File: config.mk
export PLATFORM = sky130hd
export DESIGN_NAME = bank_mapper
export DESIGN_NICKNAME = d
export VERILOG_FILES = /design/src/rtl/mmap_pkg.sv /design/src/rtl/page_port.sv /design/src/rtl/map_decode.sv /design/src/rtl/bank_mapper.sv
export SDC_FILE = /design/constraint.sdc
export NUM_CORES = 1
export LEC_CHECK = 0
export BUFFER_PORTS_ARGS = -buffer_cell sky130_fd_sc_hd__buf_4
export CAP_MARGIN = 20
export CORE_AREA = 2 2 39 41
export CTS_BUF_LIST = sky130_fd_sc_hd__clkbuf_4 sky130_fd_sc_hd__clkbuf_8
export CTS_CLUSTER_DIAMETER = 60
export DETAILED_ROUTE_END_ITERATION = 7
export DIE_AREA = 0 0 41 43
export GPL_ROUTABILITY_DRIVEN = 0
export PLACE_DENSITY = 0.75
export SYNTH_ARGS = -nofsm -noshare
export SYNTH_HDL_FRONTEND = slang
export SYNTH_HIERARCHICAL = 1
export SYNTH_SLANG_ARGS = --single-unit
File: constraint.sdc
create_clock -name clk -period 1.2 [get_ports clk]
set_input_delay 0.12 -clock clk [delete_from_list [all_inputs] [get_ports clk]]
set_output_delay 0.12 -clock clk [all_outputs]
set_load 0.01 [all_outputs]
File: src/rtl/mmap_pkg.sv
package mmap_pkg;

    localparam int ADDR_W   = 16;
    localparam int DATA_W   = 8;
    localparam int ROM_PG_W = 3;
    localparam int RAM_PG_W = 4;

    // Configuration byte: field order sets the bit positions (mode on top)
    typedef struct packed {
        logic                ram_mode;
        logic [ROM_PG_W-1:0] rom_pg;
        logic [RAM_PG_W-1:0] ram_pg;
    } page_cfg_t;

    typedef enum logic [2:0] {
        RGN_IDLE,
        RGN_MONITOR,
        RGN_ROM_WIN,
        RGN_RAM_WIN,
        RGN_COMMON
    } region_e;

    typedef struct packed {
        logic                rom_sel;
        logic                rom_monitor;
        logic [ROM_PG_W-1:0] rom_page;
        logic                ram_sel;
        logic                ram_common;
        logic [RAM_PG_W-1:0] ram_bank;
    } map_out_t;

    // quarter: address bits 15:14, eighth: bit 13
    function automatic region_e classify(input logic [1:0] quarter,
                                         input logic       eighth,
                                         input logic       ram_mode,
                                         input logic       req);
        if (!req)                return RGN_IDLE;
        if (quarter == 2'b11)    return RGN_COMMON;
        if (ram_mode)            return RGN_RAM_WIN;
        if (quarter != 2'b00)    return RGN_RAM_WIN;
        if (eighth)              return RGN_ROM_WIN;
        return RGN_MONITOR;
    endfunction

endpackage

File: src/rtl/page_port.sv
module page_port
    import mmap_pkg::*;
(
    input  logic              clk,
    input  logic              rst,
    input  logic              wr_en,
    input  logic [DATA_W-1:0] wr_data,
    output page_cfg_t         cfg
);

    always_ff @(posedge clk) begin
        if (rst)        cfg <= '0;
        else if (wr_en) cfg <= page_cfg_t'(wr_data);
    end

endmodule

File: src/rtl/map_decode.sv
module map_decode
    import mmap_pkg::*;
(
    input  logic [ADDR_W-1:0] addr,
    input  logic              req,
    input  page_cfg_t         cfg,
    output map_out_t          sel
);

    region_e rgn;

    always_comb begin
        rgn = classify(addr[ADDR_W-1 -: 2], addr[ADDR_W-3], cfg.ram_mode, req);
        sel = '0;
        unique case (rgn)
            RGN_MONITOR: begin
                sel.rom_sel     = 1'b1;
                sel.rom_monitor = 1'b1;
            end
            RGN_ROM_WIN: begin
                sel.rom_sel  = 1'b1;
                sel.rom_page = cfg.rom_pg;
            end
            RGN_RAM_WIN: begin
                sel.ram_sel  = 1'b1;
                sel.ram_bank = cfg.ram_pg;
            end
            RGN_COMMON: begin
                sel.ram_sel    = 1'b1;
                sel.ram_common = 1'b1;
            end
            default: sel = '0;
        endcase
    end

endmodule

File: src/rtl/bank_mapper.sv
module bank_mapper
    import mmap_pkg::*;
(
    input  logic                clk,
    input  logic                rst,
    input  logic [ADDR_W-1:0]   cpu_addr,
    input  logic                mem_req,
    input  logic                io_wr,
    input  logic [DATA_W-1:0]   io_data,
    output logic                rom_sel,
    output logic                rom_monitor,
    output logic [ROM_PG_W-1:0] rom_page,
    output logic                ram_sel,
    output logic                ram_common,
    output logic [RAM_PG_W-1:0] ram_bank
);

    page_cfg_t cfg;
    map_out_t  sel;

    page_port u_port (
        .clk     (clk),
        .rst     (rst),
        .wr_en   (io_wr),
        .wr_data (io_data),
        .cfg     (cfg)
    );

    map_decode u_dec (
        .addr (cpu_addr),
        .req  (mem_req),
        .cfg  (cfg),
        .sel  (sel)
    );

    assign rom_sel     = sel.rom_sel;
    assign rom_monitor = sel.rom_monitor;
    assign rom_page    = sel.rom_page;
    assign ram_sel     = sel.ram_sel;
    assign ram_common  = sel.ram_common;
    assign ram_bank    = sel.ram_bank;

endmodule

* After elaboration in Yosys (flattened, before gate mapping)
Cells that the tools add are included.
** Storage, ports and cells
- Flip-flop bits (word level) :: 8
- Word-level logic and storage cells :: 41
** Operators by class
- Mux-type cells :: 30
- Equal/unequal tests :: 5
- Reduce and logical (&&, ||, !) cells :: 3
** Operator list (count)
- 2-to-1 mux 3 bit :: 11
- 2-to-1 mux 1 bit :: 18
- == test 3 x 2 -> 1 bit (second input constant) :: 2
- 2-to-1 mux 4 bit :: 1
- OR reduction 2 bit :: 2
- == test 3 x 1 -> 1 bit (second input constant) :: 1
- == test 3 bit (second input constant) :: 1
- == test 2 bit (second input constant) :: 1
- nonzero test 2 bit :: 1

* Depth between registers and ports, before layout
Gate-level depths: netlist (run 1).
- Depth in word-level cells :: 20
- Depth in mapped cells :: 3

* Cells and area by module
The synthesis (run 1) kept the hierarchy.
** Modules (own cells, without submodules)
- page_port :: instances 1, cells an instance 26, area an instance 285.3 um2
- map_decode :: instances 1, cells an instance 21, area an instance 106.4 um2

* Worst setup path before layout (run 1)
OpenSTA, ideal clock, no wires.
- Path kind :: reg-to-output
- From :: register u_port/cfg[7] (netlist name)
- To :: output port rom_page[0]
- Path slack :: 0.086 ns
- Data arrival time :: 0.994 ns
- Stages on the path, launching flop included :: 3
- Required time :: 1.080 ns
- Cell sequence :: dfxtp_1 or3b_4 nor3_1
** On the way
- Word-level cells in the longest chain between the ends :: 10
- Elaborated cells between the ends (all ways) :: 13
- Those cells by class :: eq/ne: 1; mux: 12
** RTL lines
- 2-to-1 mux 3 bit :: RTL line mmap_pkg.sv:39 : if (ram_mode) return RGN_RAM_WIN;
- 2-to-1 mux 3 bit :: RTL line mmap_pkg.sv:40 : if (quarter != 2'b00) return RGN_RAM_WIN;
- 2-to-1 mux 3 bit :: RTL line mmap_pkg.sv:41 : if (eighth) return RGN_ROM_WIN;
- 2-to-1 mux 3 bit :: RTL line mmap_pkg.sv:42 : return RGN_MONITOR;
- 2-to-1 mux 3 bit :: RTL line mmap_pkg.sv:41
- 2-to-1 mux 3 bit * :: RTL line mmap_pkg.sv:40
- 2-to-1 mux 3 bit * :: RTL line mmap_pkg.sv:39
- 2-to-1 mux 3 bit * :: RTL line mmap_pkg.sv:38 : if (quarter == 2'b11) return RGN_COMMON;
- == test 3 x 2 -> 1 bit * :: RTL line map_decode.sv:15 : unique case (rgn)
- 2-to-1 mux 3 bit * :: RTL line map_decode.sv:15
- to (decl) :: RTL line bank_mapper.sv:12 : output logic [ROM_PG_W-1:0] rom_page,
Mark *: on every way between the ends. The rest lies on a longest branch, timed or not. The select of a mux whose other input is x is not followed.

* Worst setup path in the final report (run 1)
- From :: register u_port/cfg[7] (netlist name)
- To :: output port rom_monitor
** On the way
- Word-level cells in the longest chain between the ends :: 10
- Elaborated cells between the ends (all ways) :: 13
- Those cells by class :: eq/ne: 1; mux: 12
** RTL lines
- 2-to-1 mux 3 bit :: RTL line mmap_pkg.sv:39
- 2-to-1 mux 3 bit :: RTL line mmap_pkg.sv:40
- 2-to-1 mux 3 bit :: RTL line mmap_pkg.sv:41
- 2-to-1 mux 3 bit :: RTL line mmap_pkg.sv:42
- 2-to-1 mux 3 bit :: RTL line mmap_pkg.sv:41
- 2-to-1 mux 3 bit * :: RTL line mmap_pkg.sv:40
- 2-to-1 mux 3 bit * :: RTL line mmap_pkg.sv:39
- 2-to-1 mux 3 bit * :: RTL line mmap_pkg.sv:38
- == test 3 x 1 -> 1 bit * :: RTL line map_decode.sv:15
- 2-to-1 mux 1 bit * :: RTL line map_decode.sv:15
- to (decl) :: RTL line bank_mapper.sv:11 : output logic rom_monitor,
Marked as above.

==> impl_results.md, run 1 <==
* Hold buffers post-CTS at 0
* PwrDens at 895.4 nW/um2
* Die height at 43 um
* Largest family of logic cells by synthesized area: simple AND/OR/NAND/NOR gates
* CP max-delay cell: or3b_4
* TritonCTS buffer count at 3
* Critical Path Source: u_port/cfg[7]
* Setup-failing EPs final at 10
* Die Footprint at 1763 um2
* Crit path required time at 1.08 ns
* Leakage at 0.3360 nW
* Die W at 41 um
* Post-Synthesis Cell Area at 391.6 um2
* Largest net degree at the start of global routing at 9
* Antenna-violating nets left at 0
* WP data arrival at 1.25 ns
* CP max stage delay at 0.42 ns
* Min-delay worst type: in2reg
* Via Count at 429
* Core Region at 1384 um2
* Post-DP Area at 599.3 um2
* Tightest Pin Transition at 0.2590 ns
* Fin. Hold Viols at 0
* Critical path class: reg2out
* CP Capture Type: primary output
* Largest register FFs at 8
* Avg Cell Area, Syn at 8.332 um2
* Synth cell types at 11
* Setup TNS at -1.490 ns
* Synth warn at 6
* Failing checks: negative setup slack
* Synth top area cells: dfxtp_1 (41%), mux2i_1 (20%), nor3_1 (12%)
* XOR/XNOR Fraction of Synth Area at 0%
* Reg with most FFs: u_port/cfg
* Biggest regs: u_port/cfg (8)
* First-iteration detailed-routing DRC count at 9
* Reg2reg start: u_port/cfg[7]
* GRT Resource Usage Total at 13.80%
* Buffers on Ports at 25
* Clk buf depth at 2
* Final Worst Setup Slack at -0.1731 ns
* Max frequency at 728.3 MHz
* Remaining global-route overflow at 0
* Row cnt at 14
* Post-route cell area at 716.9 um2
* Top cell type by total area after synthesis: dfxtp_1
* Final Max Slew Viols at 0
* Top-area cell type share of the netlist area at 40.89%
* Post-route clock period utilization at 114.4%
* Via density at 4.613
* Clock Skew at 0 ns
* RSZ-0062 raised after global routing: true
* Sequential fraction of the synthesis area at 40.89%
* Crit-path cells: or3b_4 -> nor3_2 -> buf_4
* Worst setup SP type: register
* Post-DP HPWL at 753.6 um
* Rel. slew slack at 82.73%
* Mapped Nets at 75
* # Max-Cap Violations at 0
* Multiplexer share of the synthesized area at 20.45%
* Worst IR Drop VDD at 472.8 uV
* Share of post-route cells with drive strength above 1 at 57.14%
* Final wirelength at 1.056 mm
* Worst skew pair latency at 0.24 ns
* Vias in the first global route at 423
* Starting Density at 28.30%
* Gate Count Post-Synth at 47
* H-Tree Depth at 1
* Register bit count reported by yosys at 8
* Fin crit period at 1.373 ns
* Post-synthesis simple-gate area fraction at 34.82%
* CTS tree: built
* I/O Pins at 39
* Clock transition at path regs at 0.05 ns
* Clk sinks at 8
* First-pass GRT wire length at 1.662 mm
* Crit path max fanout at 5
* Wire per inst at 11.35 um
* Area delta synth->final at 83.07%
* 1st-pass router iterations at 4
* HP Start: rst
* DRC at 0
* Synth Area in Adders at 0%
* Synth Area in Compound Gates at 0%
* Root Driver: clkbuf_4
* Antenna violations before repair at 0
* Nets at 107
* Ant. Diodes at 0
* Status: finished with violations
cell usage in the layout, fill, tap and decap left out:
cell      instances
nor3_4            3
mux2i_1           8
nor3_2            6
nor2_1            9
and3_2            1
or3b_4            1
nand2_1           7
dfxtp_1           7
buf_4            25
buf_6             4
nor2b_1           1
and2_1            1
clkbuf_4          3
dfxtp_2           1
logic make-up (layout without fill, tap and decap cells):
kind of cell	count (synthesis)	in the layout
multiplexers	8	8
flip-flops	8	8
buffers and inverters	2	32
AND/OR/NAND/NOR	29	29
report_power, final:
| part | total, mW | switching (mW) | internal, mW |
|---|---|---|---|
| clock network | 0.198 | 0.0839 | 0.114 |
| registers | 0.291 | 0.00861 | 0.282 |
| logic | 0.153 | 0.0687 | 0.0844 |
per-layer routing:
metal / track usage [%] / up-vias / share of wire (%)
met4: 8.000 / 0 / 0
met5: 0 / - / 0
met3: 1.571 / 0 / 5.7
li1: - / 219 / -
met2: 23.75 / 14 / 57
met1: 14.94 / 196 / 38
through the flow:
stage                     instances  power, mW  hold slack [ns]  setup slack, ns  utilization [%]
after detailed placement         88     0.4209           0.3534          0.04639            43.31
final                            93     0.6419          0.09824          -0.1731            51.81
after CTS                        91     0.6319          0.08515          -0.1926            47.56
after floorplan                  47     0.3531           0.2672          0.08574                -
after global placement           88     0.4178           0.3526          0.07303            43.31
after global routing             93     0.6851           0.1009          -0.2162            51.81
final cells by class:
class | instances | area (um2)
Tap cell | 16 | 20.02
Clock buffer | 3 | 22.52
Fill cell | 135 | 666.9
Timing Repair Buffer | 29 | 232.7
Multi-Input combinational cell | 37 | 280.3
Sequential cell | 8 | 161.4
synthesized netlist by cell type:
master   count
nor3_1       9
nor2b_1      1
and3_2       1
buf_6        1
mux2i_1      8
nor2_1       9
or3b_4       1
buf_1        1
nand2_1      7
dfxtp_1      8
and2_1       1
path summary, 6_finish.rpt:
| kind | to | slack, ns | depth (start not counted) |
|---|---|---|---|
| worst max-delay path | rom_monitor | -0.17 | 3 |
| worst min-delay path | u_port/cfg[4] | 0.1 | 2 |
| worst max register to register | u_port/cfg[7] | 0.25 | 5 |
| worst min register to register | u_port/cfg[2] | 0.50 | 2 |
worst max-delay path: cells and delay by family, from the launching register on:
family                 cells  cell delay [ns]
buffers and inverters      1             0.14
DFF                        1             0.32
and+or+nand+nor            2             0.55
timing repair:
| item | 4_1_cts | 5_1_grt |
|---|---|---|
| gates cloned | 0 | 0 |
| pin swaps | 5 | 4 |
| setup endpoints to repair | 10 | 10 |
| resized for setup | 8 | 9 |
| buffers inserted | 0 | 2 |
(Power assumes the default switching activity.)
==> run 2: changes to the inputs <==
--- a/config.mk
+++ b/config.mk
@@ -8,7 +8,7 @@
 export BUFFER_PORTS_ARGS = -buffer_cell sky130_fd_sc_hd__buf_4
 export CAP_MARGIN = 20
 export CORE_AREA = 2 2 39 41
-export CTS_BUF_LIST = sky130_fd_sc_hd__clkbuf_4 sky130_fd_sc_hd__clkbuf_8
+export CTS_BUF_LIST = sky130_fd_sc_hd__clkbuf_8
 export CTS_CLUSTER_DIAMETER = 60
 export DETAILED_ROUTE_END_ITERATION = 7
 export DIE_AREA = 0 0 41 43
==> run 2 against run 1 <==
  * The flow still finishes with violations (negative setup slack)
  * Routed wire length up 3.1%
  * Clock skew unchanged
  * Clock power up 60%
  * Power up 19%
  * First-iteration DRC count down 11%
  * Critical path type unchanged
  * Critical endpoint is now ram_bank[2]
==> impl_results.md, run 2 (same netlist as run 1, synthesis figures left out) <==
* Status: finished with violations
* Failing checks: negative setup slack
* Buffers on Ports at 25 (unchanged)
* Clk buf depth at 2 (unchanged)
* Clk sinks at 8 (unchanged)
* Ant. Diodes at 0 (unchanged)
* Share of post-route cells with drive strength above 1 at 57.14% (unchanged)
* First-iteration detailed-routing DRC count at 8 (-1)
* Clock transition at path regs at 0.04 ns (about the same)
* Wire per inst at 11.71 um (+3.1%)
* Filler-free cell count of the finished design at 93 (unchanged)
* Crit path required time at 1.08 ns (about the same)
* Die W at 41 um (unchanged)
* Tightest Pin Transition at 0.2712 ns (+0.01218 ns)
* Leakage at 0.3438 nW (+2.3%)
* Final Worst Setup Slack at -0.1587 ns (+0.01441 ns)
* Setup slack after placement at 0.04639 ns (unchanged)
* Via Count at 433 (+0.93%)
* Reg with most FFs: u_port/cfg
* Via density at 4.656 (+0.93%)
* Crit-path cells: buf_4 -> buf_6 -> nor3_4 -> buf_6 -> nor3_2 -> buf_4
* Worst skew pair latency at 0.22 ns (-0.02 ns)
* RSZ-0062 raised after global routing: true
* Biggest regs: u_port/cfg (8)
* Vias in the first global route at 400 (-5.4%)
* Register-to-Register Path Depth at 5 (unchanged)
* WP data arrival at 1.24 ns (about the same)
* Setup-failing EPs final at 10 (unchanged)
* 1st-pass router iterations at 4 (unchanged)
* Core Region at 1384 um2 (unchanged)
* Antenna violations before repair at 0 (unchanged)
* Setup TNS at -1.426 ns (+0.06319 ns)
* PwrDens at 1037 nW/um2 (+16%)
* CTS tree: built
* Clock Skew at 0 ns (unchanged)
* Switch share at 23.34% (-1.8 points)
* Worst hold slack at 0.1152 ns (+0.01699 ns)
* Reg2reg start: u_port/cfg[7]
* Post-DP HPWL at 753.6 um (unchanged)
* Row cnt at 14 (unchanged)
* Die height at 43 um (unchanged)
* CP max stage delay at 0.32 ns (-0.10 ns)
* CP Capture Type: primary output
* Largest register FFs at 8 (unchanged)
* Root Driver: clkbuf_8
* Power share of the clock group at 41.5% (+11 points)
* Min-delay worst type: in2reg
* Worst reg2reg path endpoint: u_port/cfg[7]
* Finished Core Util at 53.16% (+1.4 points)
* Rel. slew slack at 81.92% (-0.81 points)
* DRC at 0 (unchanged)
* Cell-internal power at 0.5848 mW (+22%)
* Power share of the sequential group at 38.3% (-7.0 points)
* Final Max Slew Viols at 0 (unchanged)
* Nets at 107 (unchanged)
* Switching power at 0.1780 mW (+10%)
* Fin crit period at 1.359 ns (-0.01441 ns)
* Post-route clock period utilization at 113.2% (-1.2 points)
* Starting Density at 28.30% (unchanged)
* Post-route cell area at 735.7 um2 (+2.6%)
* Max frequency at 736.0 MHz (+1.1%)
* Worst IR Drop VDD at 759.4 uV (+61%)
* Worst setup SP type: register
* Worst Hold Endpoint: u_port/cfg[7]
* Fin. Hold Viols at 0 (unchanged)
* Hold Path Depth at 2 (unchanged)
* TritonCTS buffer count at 3 (unchanged)
* Antenna-violating nets left at 0 (unchanged)
* Remaining global-route overflow at 0 (unchanged)
* CP max-delay cell: dfxtp_2
* First-pass GRT wire length at 1.635 mm (-1.6%)
* Critical path class: reg2out
* H-Tree Depth at 1 (unchanged)
* # Max-Cap Violations at 0 (unchanged)
* Post-DP Area at 599.3 um2 (unchanged)
* Power after layout at 0.7628 mW (+19%)
* Die Footprint at 1763 um2 (unchanged)
* Largest net degree at the start of global routing at 9 (unchanged)
* R2R setup slack at 0.25 ns (about the same)
* Most frequent cells in the layout: buf_4 (25), nor2_1 (9), mux2i_1 (8), nand2_1 (7), dfxtp_1 (7)
* I/O Pins at 39 (unchanged)
* Cells after DPL at 88 (unchanged)
* Comb pwr share at 20.2% (-3.7 points)
* Area delta synth->final at 87.86%
* Most common cell after layout, fill and taps aside: buf_4
* Hold buffers post-CTS at 0 (unchanged)
* GRT Resource Usage Total at 13.48% (-0.32 points)
* Final wirelength at 1.089 mm (+3.1%)
* HP Start: rst
* Crit path max fanout at 5 (unchanged)
[run 2: repair_timing]
action                                  in CTS  in global routing
setup buffers                                0                  2
pin swaps                                    5                  4
endpoints found under the setup margin      10                 10
cloned                                       0                  0
resized for setup                            8                  9
[run 2: cell type report]
type                            count  area, um2
Fill cell                         132      648.1
Multi-Input combinational cell     37      280.3
Tap cell                           16      20.02
Clock buffer                        3      41.29
Timing Repair Buffer               29      232.7
Sequential cell                     8      161.4
[run 2: worst max-delay path by stage]
stage,startpoint,to,cells after the start
global route,u_port/cfg[7],ram_bank[2],6
floorplan,u_port/cfg[7],rom_page[0],2
detailed placement,u_port/cfg[7],rom_page[2],3
CTS,u_port/cfg[7],rom_monitor,3
finish,u_port/cfg[7],ram_bank[2],6
global placement,u_port/cfg[7],rom_page[0],3
[run 2: layer usage]
| layer | global-route usage (%) | wire [um] | vias to the layer above |
|---|---|---|---|
| li1 | - | - | 219 |
| met5 | 0 | 0 | - |
| met3 | 1.571 | 57 | 2 |
| met1 | 14.56 | 436 | 198 |
| met4 | 8.000 | 21 | 0 |
| met2 | 23.13 | 573 | 14 |
[run 2: power by group through the flow]
stage	clock network [mW]	registers [mW]	logic, mW
floorplan	0	0.294	0.0596
global placement	0	0.295	0.122
detailed placement	0	0.296	0.125
CTS	0.318	0.292	0.132
global route	0.326	0.294	0.169
finish	0.317	0.292	0.154
[run 2: critical path, delay by kind of cell (launching register included)]
kind | cells | cell delay (ns)
flip-flops | 1 | 0.32
AND/OR/NAND/NOR | 2 | 0.17
buffers and inverters | 4 | 0.54
==> run 3: changes to the inputs <==
--- a/config.mk
+++ b/config.mk
@@ -6,9 +6,8 @@
 export NUM_CORES = 1
 export LEC_CHECK = 0
 export BUFFER_PORTS_ARGS = -buffer_cell sky130_fd_sc_hd__buf_4
-export CAP_MARGIN = 20
 export CORE_AREA = 2 2 39 41
-export CTS_BUF_LIST = sky130_fd_sc_hd__clkbuf_8
+export CTS_BUF_LIST = sky130_fd_sc_hd__clkbuf_16
 export CTS_CLUSTER_DIAMETER = 60
 export DETAILED_ROUTE_END_ITERATION = 7
 export DIE_AREA = 0 0 41 43
==> run 3 against run 2 <==
  * The flow still finishes with violations (negative setup slack)
  * Routed wire length rose by 3.8%
  * Hold slack improved by 0.0060 ns
  * Power rose by 30%
  * Die area did not move
  * Final cell count did not move
  * Sequential power barely moved
  * Sequential share of layout area fell by 0.96 points
  * Non-clock buffer count did not move
  * Maximum frequency barely moved
  * Largest cell class unchanged
  * Largest power group unchanged
==> impl_results.md, run 3 (same netlist as run 1, synthesis figures left out) <==
* Status: finished with violations
* Failing checks: negative setup slack
* Crit-path cells: buf_4 -> buf_6 -> nor3_4 -> buf_6 -> nor3_2 -> buf_4
* Reg2reg start: u_port/cfg[7]
* Via Count at 428 (-1.2%)
* CP Capture Type: primary output
* CP max-delay cell: dfxtp_2
* Worst skew pair latency at 0.22 ns (about the same)
* # Max-Cap Violations at 0 (unchanged)
* Clk buf depth at 2 (unchanged)
* Clock transition at path regs at 0.04 ns (about the same)
* HP Start: rst
* Critical path class: reg2out
* PwrDens at 1293 nW/um2 (+25%)
* Antenna-violating nets left at 0 (unchanged)
* Largest net degree at the start of global routing at 9 (unchanged)
* Leakage at 0.3592 nW (+4.5%)
* Clock Skew at 0 ns (unchanged)
* RSZ-0062 raised after global routing: true
* Worst IR Drop VDD at 1075 uV (+42%)
* Largest delay contributor family on the critical path: buffers and inverters
* Min-delay worst type: in2reg
* Setup TNS at -1.452 ns (-0.02512 ns)
* Final Max Slew Viols at 0 (unchanged)
* Die W at 41 um (unchanged)
* Root Driver: clkbuf_16
* First-iteration detailed-routing DRC count at 5 (-3)
* Reg with most FFs: u_port/cfg
* Rel. slew slack at 81.83% (-0.091 points)
* Post-DP HPWL at 753.6 um (unchanged)
* Tightest Pin Transition at 0.2726 ns (+0.001365 ns)
* Via density at 4.602 (-1.2%)
* DRC at 0 (unchanged)
* Ant. Diodes at 0 (unchanged)
* WP data arrival at 1.24 ns (about the same)
* Die height at 43 um (unchanged)
* Nets at 107 (unchanged)
* Final wirelength at 1.130 mm (+3.8%)
* Most common cell after layout, fill and taps aside: buf_4
* Starting Density at 28.30% (unchanged)
* Buffers on Ports at 25 (unchanged)
* Setup-failing EPs final at 10 (unchanged)
* H-Tree Depth at 1 (unchanged)
* I/O Pins at 39 (unchanged)
* Clk sinks at 8 (unchanged)
* Share of post-route cells with drive strength above 1 at 57.14% (unchanged)
* Worst setup SP type: register
* Antenna violations before repair at 0 (unchanged)
* Final Worst Setup Slack at -0.1590 ns (-0.0003260 ns)
* Area delta synth->final at 96.49%
* 1st-pass router iterations at 2 (-2)
* Crit path max fanout at 5 (unchanged)
* TritonCTS buffer count at 3 (unchanged)
* GRT Resource Usage Total at 13.58% (+0.10 points)
* Remaining global-route overflow at 0 (unchanged)
* Critical Path Source: u_port/cfg[7]
* Wire per inst at 12.15 um (+3.8%)
* Fin crit period at 1.359 ns (+0.0003260 ns)
* Largest register FFs at 8 (unchanged)
* Vias in the first global route at 405 (+1.3%)
* Max frequency at 735.8 MHz (about the same)
* Post-route cell area at 769.5 um2 (+4.6%)
* Most frequent cells in the layout: buf_4 (25), nor2_1 (9), mux2i_1 (8), nand2_1 (7), dfxtp_1 (7)
* Fin. Hold Viols at 0 (unchanged)
* CP max stage delay at 0.31 ns (about the same)
* Biggest regs: u_port/cfg (8)
* CTS tree: built
* Post-DP Area at 599.3 um2 (unchanged)
* Row cnt at 14 (unchanged)
* Buffers and inverters on the worst path at 4 (unchanged)
* First-pass GRT wire length at 1.669 mm (+2.1%)
* Crit path required time at 1.08 ns (about the same)
* Die Footprint at 1763 um2 (unchanged)
* Core Region at 1384 um2 (unchanged)
* Post-route clock period utilization at 113.3% (about the same)
-- run 3: cell count changes in the layout (fill, tap and decap cells not counted) --
cell / change
clkbuf_8: -3
clkbuf_16: +3
-- run 3: power breakdown --
part	total, mW	switching [mW]	internal [mW]	leakage, nW
Sequential	0.293	0.00888	0.284	0.0664
Clock	0.547	0.119	0.429	0.0370
Combinational	0.155	0.0704	0.0844	0.256
-- run 3: per-layer routing --
metal	wire length (um)	up-vias	GRT usage [%]
li1	-	218	-
met1	445	196	14.89
met2	610	12	24.06
met3	46	2	0
met4	27	0	8.000
met5	0	-	0
-- run 3: timing repair --
item                                   CTS  global route
endpoints found under the hold margin    0             0
setup endpoints to repair               10            10
gates resized for setup                  8             9
pin swaps                                5             4
hold buffers                             0             0
buffers inserted                         0             2
-- run 3: path summary, 6_finish.rpt --
path	to	slack, ns	depth (start not counted)
worst max-delay path	ram_bank[2]	-0.16	6
worst min-delay path	u_port/cfg[7]	0.12	2
worst max register to register	u_port/cfg[7]	0.25	5
worst min register to register	u_port/cfg[1]	0.50	2
-- run 3: final cells by class --
cell class              instances  area [um2]
clock buffers                   3       75.07
multi-input cells              37       280.3
flip-flops and latches          8       161.4
repair buffers                 29       232.7
well taps                      16       20.02
fillers                       125       614.3
-- run 3: worst reg2reg max path: cells and delay by family, from the launching register on --
kind,cells,cell delay (ns)
flops,1,0.31
simple gates,1,0.05
buf+inv,3,0.36
mux,1,0.11
-- run 3: through the flow --
stage	power [mW]	worst slack (ns)	cells	util [%]	hold WS (ns)
3_3_place_gp	0.4178	0.07303	88	43.31	0.3526
6_report	0.9948	-0.1590	93	55.61	0.1213
2_1_floorplan	0.3531	0.08574	47	-	0.2672
4_1_cts	0.9787	-0.1629	91	51.36	0.1158
5_1_grt	1.035	-0.1995	93	55.61	0.1378
3_5_place_dp	0.4209	0.04639	88	43.31	0.3534
